==> src/rtl/intexec_pkg.sv <==
`timescale 1ns/1ps
package intexec_pkg;

    typedef enum logic [2:0] {
        OP_ADD_RR     = 3'd0,
        OP_ADD_RR_TMP = 3'd1,
        OP_ADDI_S16   = 3'd2,
        OP_ADDI_W32   = 3'd3,
        OP_MOV_PAIR   = 3'd4,
        OP_LD_FIELD   = 3'd5,
        OP_MOV_NEXT   = 3'd6,
        OP_ITERATE    = 3'd7
    } exec_op_e;

    typedef struct packed {
        logic n;
        logic z;
        logic v;
        logic c;
    } cond_flags_t;

    typedef enum logic [1:0] {
        SEQ_IDLE,
        SEQ_RUN_A,
        SEQ_PREP_B,
        SEQ_RUN_B
    } seq_state_e;

endpackage

==> src/rtl/intexec_regfile.sv <==
`timescale 1ns/1ps
module intexec_regfile #(
    parameter int DATA_W = 32,
    parameter int NREG   = 16,
    parameter int IDX_W  = $clog2(NREG)
) (
    input  logic              clk,
    input  logic              rst_n,
    input  logic [IDX_W-1:0]  rd_a_idx,
    output logic [DATA_W-1:0] rd_a_data,
    input  logic [IDX_W-1:0]  rd_b_idx,
    output logic [DATA_W-1:0] rd_b_data,
    input  logic [IDX_W-1:0]  rd_c_idx,
    output logic [DATA_W-1:0] rd_c_data,
    input  logic [IDX_W-1:0]  rd_d_idx,
    output logic [DATA_W-1:0] rd_d_data,
    input  logic              wr0_en,
    input  logic [IDX_W-1:0]  wr0_idx,
    input  logic [DATA_W-1:0] wr0_data,
    input  logic              wr1_en,
    input  logic [IDX_W-1:0]  wr1_idx,
    input  logic [DATA_W-1:0] wr1_data
);

    logic [DATA_W-1:0] regs_q [NREG];

    // One storage element per register; the second write port wins a clash.
    for (genvar g = 0; g < NREG; g++) begin : g_reg
        logic [DATA_W-1:0] reg_d;

        always_comb begin
            reg_d = regs_q[g];
            if (wr0_en && wr0_idx == IDX_W'(g)) reg_d = wr0_data;
            if (wr1_en && wr1_idx == IDX_W'(g)) reg_d = wr1_data;
        end

        always_ff @(posedge clk or negedge rst_n) begin
            if (!rst_n) regs_q[g] <= '0;
            else        regs_q[g] <= reg_d;
        end
    end

    assign rd_a_data = regs_q[rd_a_idx];
    assign rd_b_data = regs_q[rd_b_idx];
    assign rd_c_data = regs_q[rd_c_idx];
    assign rd_d_data = regs_q[rd_d_idx];

endmodule

==> src/rtl/intexec_addflags.sv <==
`timescale 1ns/1ps
module intexec_addflags
    import intexec_pkg::*;
#(
    parameter int DATA_W = 32
) (
    input  logic [DATA_W-1:0] opa,
    input  logic [DATA_W-1:0] opb,
    output logic [DATA_W-1:0] sum,
    output cond_flags_t       flags
);

    localparam int MSB = DATA_W - 1;

    logic [DATA_W:0] wide;

    always_comb begin
        wide    = {1'b0, opa} + {1'b0, opb};
        sum     = wide[MSB:0];
        flags.c = wide[DATA_W];
        flags.n = wide[MSB];
        flags.z = (wide[MSB:0] == '0);
        flags.v = (opa[MSB] == opb[MSB]) && (wide[MSB] != opa[MSB]);
    end

endmodule

==> src/rtl/intexec_iter_seq.sv <==
`timescale 1ns/1ps
module intexec_iter_seq
    import intexec_pkg::*;
#(
    parameter int DATA_W    = 32,
    parameter int IDX_W     = 4,
    parameter int FIRST_CNT = 4,
    parameter int MASK_W    = 3
) (
    input  logic              clk,
    input  logic              rst_n,
    input  logic              start,
    input  logic [IDX_W-1:0]  dst_in,
    input  logic [IDX_W-1:0]  src_in,
    input  logic [DATA_W-1:0] src_val,
    output logic              busy,
    output logic              wr_en,
    output logic [IDX_W-1:0]  dst,
    output logic [IDX_W-1:0]  src,
    output logic [DATA_W-1:0] offset
);

    localparam int FC_W  = $clog2(FIRST_CNT);
    localparam int CNT_W = (FC_W > MASK_W) ? FC_W : MASK_W;
    localparam logic [CNT_W-1:0] LAST_A = CNT_W'(FIRST_CNT - 1);

    typedef struct packed {
        seq_state_e       state;
        logic [CNT_W-1:0] iter;
        logic [CNT_W-1:0] limit;
        logic [IDX_W-1:0] dst;
        logic [IDX_W-1:0] src;
    } seq_regs_t;

    seq_regs_t seq_d, seq_q;

    always_comb begin
        seq_d = seq_q;
        wr_en = 1'b0;
        unique case (seq_q.state)
            SEQ_IDLE: begin
                if (start) begin
                    seq_d.state = SEQ_RUN_A;
                    seq_d.iter  = '0;
                    seq_d.dst   = dst_in;
                    seq_d.src   = src_in;
                end
            end
            SEQ_RUN_A: begin
                wr_en = 1'b1;
                if (seq_q.iter == LAST_A) begin
                    seq_d.state = SEQ_PREP_B;
                    seq_d.iter  = '0;
                end else begin
                    seq_d.iter = seq_q.iter + 1'b1;
                end
            end
            SEQ_PREP_B: begin
                seq_d.limit = CNT_W'(src_val[MASK_W-1:0]);
                seq_d.iter  = '0;
                if (src_val[MASK_W-1:0] == '0) seq_d.state = SEQ_IDLE;
                else                           seq_d.state = SEQ_RUN_B;
            end
            SEQ_RUN_B: begin
                wr_en = 1'b1;
                if (seq_q.iter == seq_q.limit - 1'b1) seq_d.state = SEQ_IDLE;
                else                                  seq_d.iter  = seq_q.iter + 1'b1;
            end
            default: seq_d.state = SEQ_IDLE;
        endcase
    end

    always_ff @(posedge clk or negedge rst_n) begin
        if (!rst_n) seq_q <= '{state: SEQ_IDLE, default: '0};
        else        seq_q <= seq_d;
    end

    assign busy   = (seq_q.state != SEQ_IDLE);
    assign dst    = seq_q.dst;
    assign src    = seq_q.src;
    assign offset = DATA_W'(seq_q.iter);

endmodule

==> src/rtl/intexec_unit.sv <==
`timescale 1ns/1ps
module intexec_unit
    import intexec_pkg::*;
#(
    parameter int DATA_W    = 32,
    parameter int NREG      = 16,
    parameter int IDX_W     = $clog2(NREG),
    parameter int NARROW_W  = 16,
    parameter int FIRST_CNT = 4,
    parameter int MASK_W    = 3
) (
    input  logic              clk,
    input  logic              rst_n,
    input  logic              issue_valid,
    input  logic [2:0]        issue_op,
    input  logic [IDX_W-1:0]  dst_idx,
    input  logic [IDX_W-1:0]  src_idx,
    input  logic [DATA_W-1:0] imm,
    input  logic [IDX_W-1:0]  peek_idx,
    output logic              busy,
    output logic [DATA_W-1:0] peek_data,
    output logic              flag_n,
    output logic              flag_z,
    output logic              flag_v,
    output logic              flag_c
);

    localparam logic [IDX_W-1:0] TOP_IDX = IDX_W'(NREG - 1);

    typedef struct packed {
        cond_flags_t flags;
    } unit_regs_t;

    unit_regs_t st_d, st_q;

    function automatic logic [IDX_W-1:0] next_idx(input logic [IDX_W-1:0] i);
        return (i == TOP_IDX) ? '0 : i + 1'b1;
    endfunction

    exec_op_e          op_e;
    logic              accept;
    logic              seq_busy, seq_wr;
    logic [IDX_W-1:0]  seq_dst, seq_src;
    logic [DATA_W-1:0] seq_offset;
    logic [IDX_W-1:0]  rd_a_idx;
    logic [DATA_W-1:0] rd_a_data, rd_b_data, rd_c_data;
    logic              wr0_en, wr1_en;
    logic [IDX_W-1:0]  wr0_idx, wr1_idx;
    logic [DATA_W-1:0] wr0_data, wr1_data;
    logic [DATA_W-1:0] rr_sum;
    cond_flags_t       rr_flags;
    logic [DATA_W-1:0] imm_narrow;

    assign op_e       = exec_op_e'(issue_op);
    assign accept     = issue_valid && !seq_busy;
    assign rd_a_idx   = seq_busy ? seq_src : src_idx;
    assign imm_narrow = DATA_W'($signed(imm[NARROW_W-1:0]));

    intexec_regfile #(
        .DATA_W (DATA_W),
        .NREG   (NREG),
        .IDX_W  (IDX_W)
    ) u_rf (
        .clk       (clk),
        .rst_n     (rst_n),
        .rd_a_idx  (rd_a_idx),
        .rd_a_data (rd_a_data),
        .rd_b_idx  (dst_idx),
        .rd_b_data (rd_b_data),
        .rd_c_idx  (next_idx(src_idx)),
        .rd_c_data (rd_c_data),
        .rd_d_idx  (peek_idx),
        .rd_d_data (peek_data),
        .wr0_en    (wr0_en),
        .wr0_idx   (wr0_idx),
        .wr0_data  (wr0_data),
        .wr1_en    (wr1_en),
        .wr1_idx   (wr1_idx),
        .wr1_data  (wr1_data)
    );

    intexec_addflags #(
        .DATA_W (DATA_W)
    ) u_add (
        .opa   (rd_b_data),
        .opb   (rd_a_data),
        .sum   (rr_sum),
        .flags (rr_flags)
    );

    intexec_iter_seq #(
        .DATA_W    (DATA_W),
        .IDX_W     (IDX_W),
        .FIRST_CNT (FIRST_CNT),
        .MASK_W    (MASK_W)
    ) u_seq (
        .clk     (clk),
        .rst_n   (rst_n),
        .start   (accept && op_e == OP_ITERATE),
        .dst_in  (dst_idx),
        .src_in  (src_idx),
        .src_val (rd_a_data),
        .busy    (seq_busy),
        .wr_en   (seq_wr),
        .dst     (seq_dst),
        .src     (seq_src),
        .offset  (seq_offset)
    );

    always_comb begin
        st_d     = st_q;
        wr0_en   = 1'b0;
        wr0_idx  = dst_idx;
        wr0_data = '0;
        wr1_en   = 1'b0;
        wr1_idx  = next_idx(dst_idx);
        wr1_data = rd_c_data;
        if (seq_wr) begin
            wr0_en   = 1'b1;
            wr0_idx  = seq_dst;
            wr0_data = rd_a_data + seq_offset;
        end else if (accept) begin
            unique case (op_e)
                OP_ADD_RR, OP_ADD_RR_TMP: begin
                    wr0_en     = 1'b1;
                    wr0_data   = rr_sum;
                    st_d.flags = rr_flags;
                end
                OP_ADDI_S16: begin
                    wr0_en   = 1'b1;
                    wr0_data = rd_a_data + imm_narrow;
                end
                OP_ADDI_W32: begin
                    wr0_en   = 1'b1;
                    wr0_data = rd_a_data + imm;
                end
                OP_MOV_PAIR: begin
                    wr0_en   = 1'b1;
                    wr0_data = rd_a_data;
                    wr1_en   = 1'b1;
                end
                OP_LD_FIELD: begin
                    wr0_en   = 1'b1;
                    wr0_data = DATA_W'(src_idx);
                end
                OP_MOV_NEXT: begin
                    wr0_en   = 1'b1;
                    wr0_data = rd_c_data;
                end
                OP_ITERATE: begin
                    wr0_en = 1'b0;
                end
                default: wr0_en = 1'b0;
            endcase
        end
    end

    always_ff @(posedge clk or negedge rst_n) begin
        if (!rst_n) st_q <= '0;
        else        st_q <= st_d;
    end

    assign busy   = seq_busy;
    assign flag_n = st_q.flags.n;
    assign flag_z = st_q.flags.z;
    assign flag_v = st_q.flags.v;
    assign flag_c = st_q.flags.c;

endmodule

==> config.mk <==
export PLATFORM = sky130hd
export DESIGN_NAME = intexec_unit
export DESIGN_NICKNAME = d
export VERILOG_FILES = /design/src/rtl/intexec_pkg.sv /design/src/rtl/intexec_regfile.sv /design/src/rtl/intexec_addflags.sv /design/src/rtl/intexec_iter_seq.sv /design/src/rtl/intexec_unit.sv
export SDC_FILE = /design/constraint.sdc
export NUM_CORES = 2
export LEC_CHECK = 0
export ABC_CLOCK_PERIOD_IN_PS = 7100
export BUFFER_PORTS_ARGS = -buffer_cell sky130_fd_sc_hd__buf_2
export CORE_MARGIN = 1
export CORE_UTILIZATION = 50
export CTS_CLUSTER_SIZE = 10
export DETAILED_ROUTE_END_ITERATION = 12
export PLACE_DENSITY = 0.66
export SETUP_SLACK_MARGIN = 0.4
export SLEW_MARGIN = 40
export SYNTH_ARGS = -nofsm -noshare
export SYNTH_HDL_FRONTEND = slang
export SYNTH_SLANG_ARGS = --single-unit
export TNS_END_PERCENT = 1
==> constraint.sdc <==
create_clock -name clk -period 7.1 [get_ports clk]
set_input_delay 1.42 -clock clk [delete_from_list [all_inputs] [get_ports clk]]
set_output_delay 1.42 -clock clk [all_outputs]
set_load 0.02 [all_outputs]
==> out/qor.log <==
INFO  cts            tritoncts_num_sinks=532
INFO  synthesis      post-synth-top-count-cell=dfrtp_1
INFO  drt            via_count=45,620
INFO  final_layout   post_layout_nonfiller_instances=5,489
INFO  global_routing globalRouteTotalUtil=50.23%
INFO  final_layout   finish.instance_area=50,830um2
INFO  placed_design  port-buffer-count=86
INFO  floorplanning  core_region_area=88,370um2
INFO  critical_path  crit_top_cell=buf_4
INFO  critical_path  arrival=7.12ns
INFO  global_routing globalRoute.totalOverflow=0
INFO  synthesis      netlist.area_leader.share=29.80%
INFO  synthesis      yosysWarningCount=0
INFO  global_routing grt_pass1_vias=43,570
INFO  critical_path  critical-path-slowest-cell=dfrtp_4
INFO  run            maximum_capacitance_violations=0
INFO  placed_design  detailed_placement_hpwl=154.8mm
INFO  sta            finalWorstPathRequiredPeriod=6.545ns
INFO  synthesis      synth_common_cells=dfrtp_1 (532), mux4_2 (488), o21ai_0 (378)
INFO  outcome        run_status=finished with violations
INFO  synthesis      yosys.area.top_type=dfrtp_1
INFO  sta            timing.final.setup_violations=0
INFO  drt            drtIter0Drc=7,900
INFO  worst_hold_path timing.hold.worst.class=flip-flop to flip-flop
INFO  floorplanning  standard_cell_rows=109
INFO  floorplanning  initial_core_util=50.55%
INFO  global_routing grt_first_pass_wirelength=322.4mm
INFO  power          power.total=21,260uW
INFO  drt            drc=1
INFO  placed_design  gp_congestion=1.039
INFO  cts            tritoncts.num_buffers=69
INFO  critical_path  critical_path.cell_chain=nor2_4 > inv_2 > mux2i_4 > buf_4 > mux4_2 > nand2_1 > o21ai_0 > buf_4 > buf_4 > fa_1 > nor2b_1 > o31ai_1 > a2111o_1 > o211ai_1 > a41oi_1 > xnor2_1 > or4_1 > nor4_2 > nand4_1 > o31ai_1
INFO  cts            maximum_number_of_buffers_from_clock_root_to_sink=3
INFO  sta            worst_slew_pin_slew=0.9993ns
INFO  critical_path  timing_worst_setup_path_type=flip-flop to flip-flop
INFO  power          worst_vdd_ir=0.2241mV
INFO  synthesis      most_used_dff_post_synth=dfrtp_1
INFO  final_layout   final.fill_count=7,605
INFO  power          power.density_cell_area=418.3nW/um2
INFO  synthesis      postSynthAreaPerCell=10.60um2
INFO  synthesis      yosys.cell_types.count=93
INFO  sta            share_of_the_cycle_needed_by_the_critical_path_after_routing=92.19%
INFO  critical_path  worst-endpoint-required=7.68ns
INFO  global_routing grt_start_max_net_pins=148
INFO  sta            hold_viol_final=0
INFO  synthesis      post_synth_main_area_contributors=dfrtp_1 (30%), mux4_2 (25%), a22oi_1 (5.4%), mux2i_1 (5.0%), o21ai_0 (4.2%)
INFO  floorplanning  floorplan.die_area=90,540um2
INFO  synthesis      syn-num-nets=4,345
INFO  synthesis      syn_inst=4,214
INFO  cts            cts-htree-levels=3
INFO  floorplanning  width_of_the_chip=300.9um
INFO  critical_path  timing.critical_path.fanout_max=23
INFO  floorplanning  floorplan.io_pins=87
INFO  final_layout   syn2layout_area_growth=13.80%
INFO  critical_path  end_kind=flip-flop
INFO  sta            drv_slew=0
INFO  cts            hold_buffers=0
INFO  floorplanning  dieHeight=300.9um
INFO  placed_design  place_inst=5,369
INFO  outcome        failed_checks=design-rule violations
INFO  critical_path  setup_crit_start_kind=flip-flop
INFO  final_layout   net_total_in_the_final_layout=4,410
INFO  synthesis      synth.cell_area=44,670um2
INFO  cts            clock_tree_from_tritoncts=done
INFO  critical_path  max_stage_delay=0.62ns
INFO  placed_design  cell_area_after_placement=48,530um2
INFO  sta            max_slew_margin=33.22%
INFO  sta            max_freq=0.1528GHz
INFO  synthesis      postSynthRegisterBits=532
INFO  sta            final.setup_skew=0.02761ns
INFO  drt            wl=229.6mm
INFO  cts            cts_root_buffer=clkbuf_16
INFO  drt            dr.pass1.iters=13
INFO  cts            cts.clk_slew.worst_paths=0.06ns
INFO  global_routing grt_antenna_before_repair=16
INFO  cts            clk-insertion-delay-late=0.69ns
INFO  power          power.leakage=0.02078uW
INFO  drt            wl_per_cell=41.83um
INFO  drt            antenna_left=0
INFO  synthesis      synth_edf_count=0
INFO  synthesis      ys_seq_area_share=29.80%
INFO  drt            vias_per_cell=8.311
INFO  final_layout   drive_gt1_share=26.41%
INFO  synthesis      synth-async-reset-ratio=100.0%
INFO  sta            unrepaired_setup_endpoints_after_global_routing=true
==> final timing paths <==
kind                            startpoint          endpoint  slack, ns  cells past startpoint
setup / recovery           u_seq.seq_q[14]            flag_z       0.55                     20
hold / removal                      flag_z            flag_z       0.47                      2
setup reg to reg           u_seq.seq_q[14]            flag_z       0.55                     20
hold reg to reg                     flag_z            flag_z       0.47                      2
max in group asynchronous            rst_n  u_rf.regs_q[418]       4.95                      3
min in group asynchronous            rst_n  u_rf.regs_q[337]       0.73                      1
==> placed cells by master, fill, tap and decap left out, types with 126 or more instances in the layout <==
master,count
a21oi_1,126
a221o_1,149
a22oi_1,322
buf_4,292
dfrtp_1,531
mux2i_1,221
mux4_2,488
nand2_1,281
nor2_1,220
o21ai_0,375
==> state kept, by name, indices dropped and copies added (netlist names) <==
| name | count |
|---|---|
| u_seq.offset | 3 |
| u_rf.regs_q | 512 |
| u_seq.dst | 4 |
| flag_z | 1 |
| u_seq.seq_q | 5 |
| u_seq.src | 4 |
| flag_n | 1 |
| flag_v | 1 |
| flag_c | 1 |
==> metal layers <==
layer  part of all wire [%]  GRT usage, %  up-vias
met5                   0.11         1.376        -
met4                    8.5         35.06       16
met3                     17         24.47     1192
met2                     40         66.99     4634
met1                     35         63.17    22510
li1                       -             -    17270
==> power breakdown <==
| group | total (uW) | switching, uW | internal [uW] |
|---|---|---|---|
| Sequential | 5890 | 1750 | 4140 |
| Combinational | 11800 | 6850 | 4980 |
| Clock | 3540 | 1520 | 2020 |
==> critical path: cells and delay by family (launching register included) <==
family / cells / cell delay [ns]
AO/OA/AOI/OAI: 6 / 1.29
XOR/XNOR: 1 / 0.22
adder cells (fa/ha/maj): 1 / 0.46
buffers and inverters: 4 / 1.00
flip-flops: 1 / 0.62
multiplexers: 2 / 1.13
AND/OR/NAND/NOR: 6 / 1.73
==> cell type report <==
cell class	instances	area [um2]	area share [%]
Timing Repair Buffer	440	4021	7.911
Antenna cell	8	20.02	0.03938
Clock buffer	97	2004	3.943
Sequential cell	532	13320	26.20
Tap cell	1165	1458	2.867
Clock inverter	11	135.1	0.2658
Multi-Input combinational cell	3191	29710	58.44
Inverter	45	168.9	0.3323
==> kinds of logic after synthesis <==
family	after synthesis	synth area share (%)
xor gates and xnor gates	69	1.353
DFF	532	29.80
AOI/OAI and AO/OA	1467	23.07
adders and majority gates	81	2.319
and+or+nand+nor	852	8.983
buffers and inverters	491	4.585
muxes	722	29.89
==> per-stage QoR <==
stage	utilization (%)	TNS, ns	setup slack, ns	hold slack, ns
6_report	57.52	0	0.5545	0.4719
2_1_floorplan	-	0	0.2366	0.4498
3_5_place_dp	54.92	-0.2241	-0.2241	0.4641
5_1_grt	57.50	0	0.3903	0.5037
3_3_place_gp	54.37	-0.2269	-0.2269	0.4576
4_1_cts	57.34	0	0.4423	0.4772
==> repair_timing <==
item,4_1_cts,5_1_grt
setup endpoints to repair,0,17
gates resized for setup,0,5
setup buffers,0,0
(Power assumes the default switching activity.)
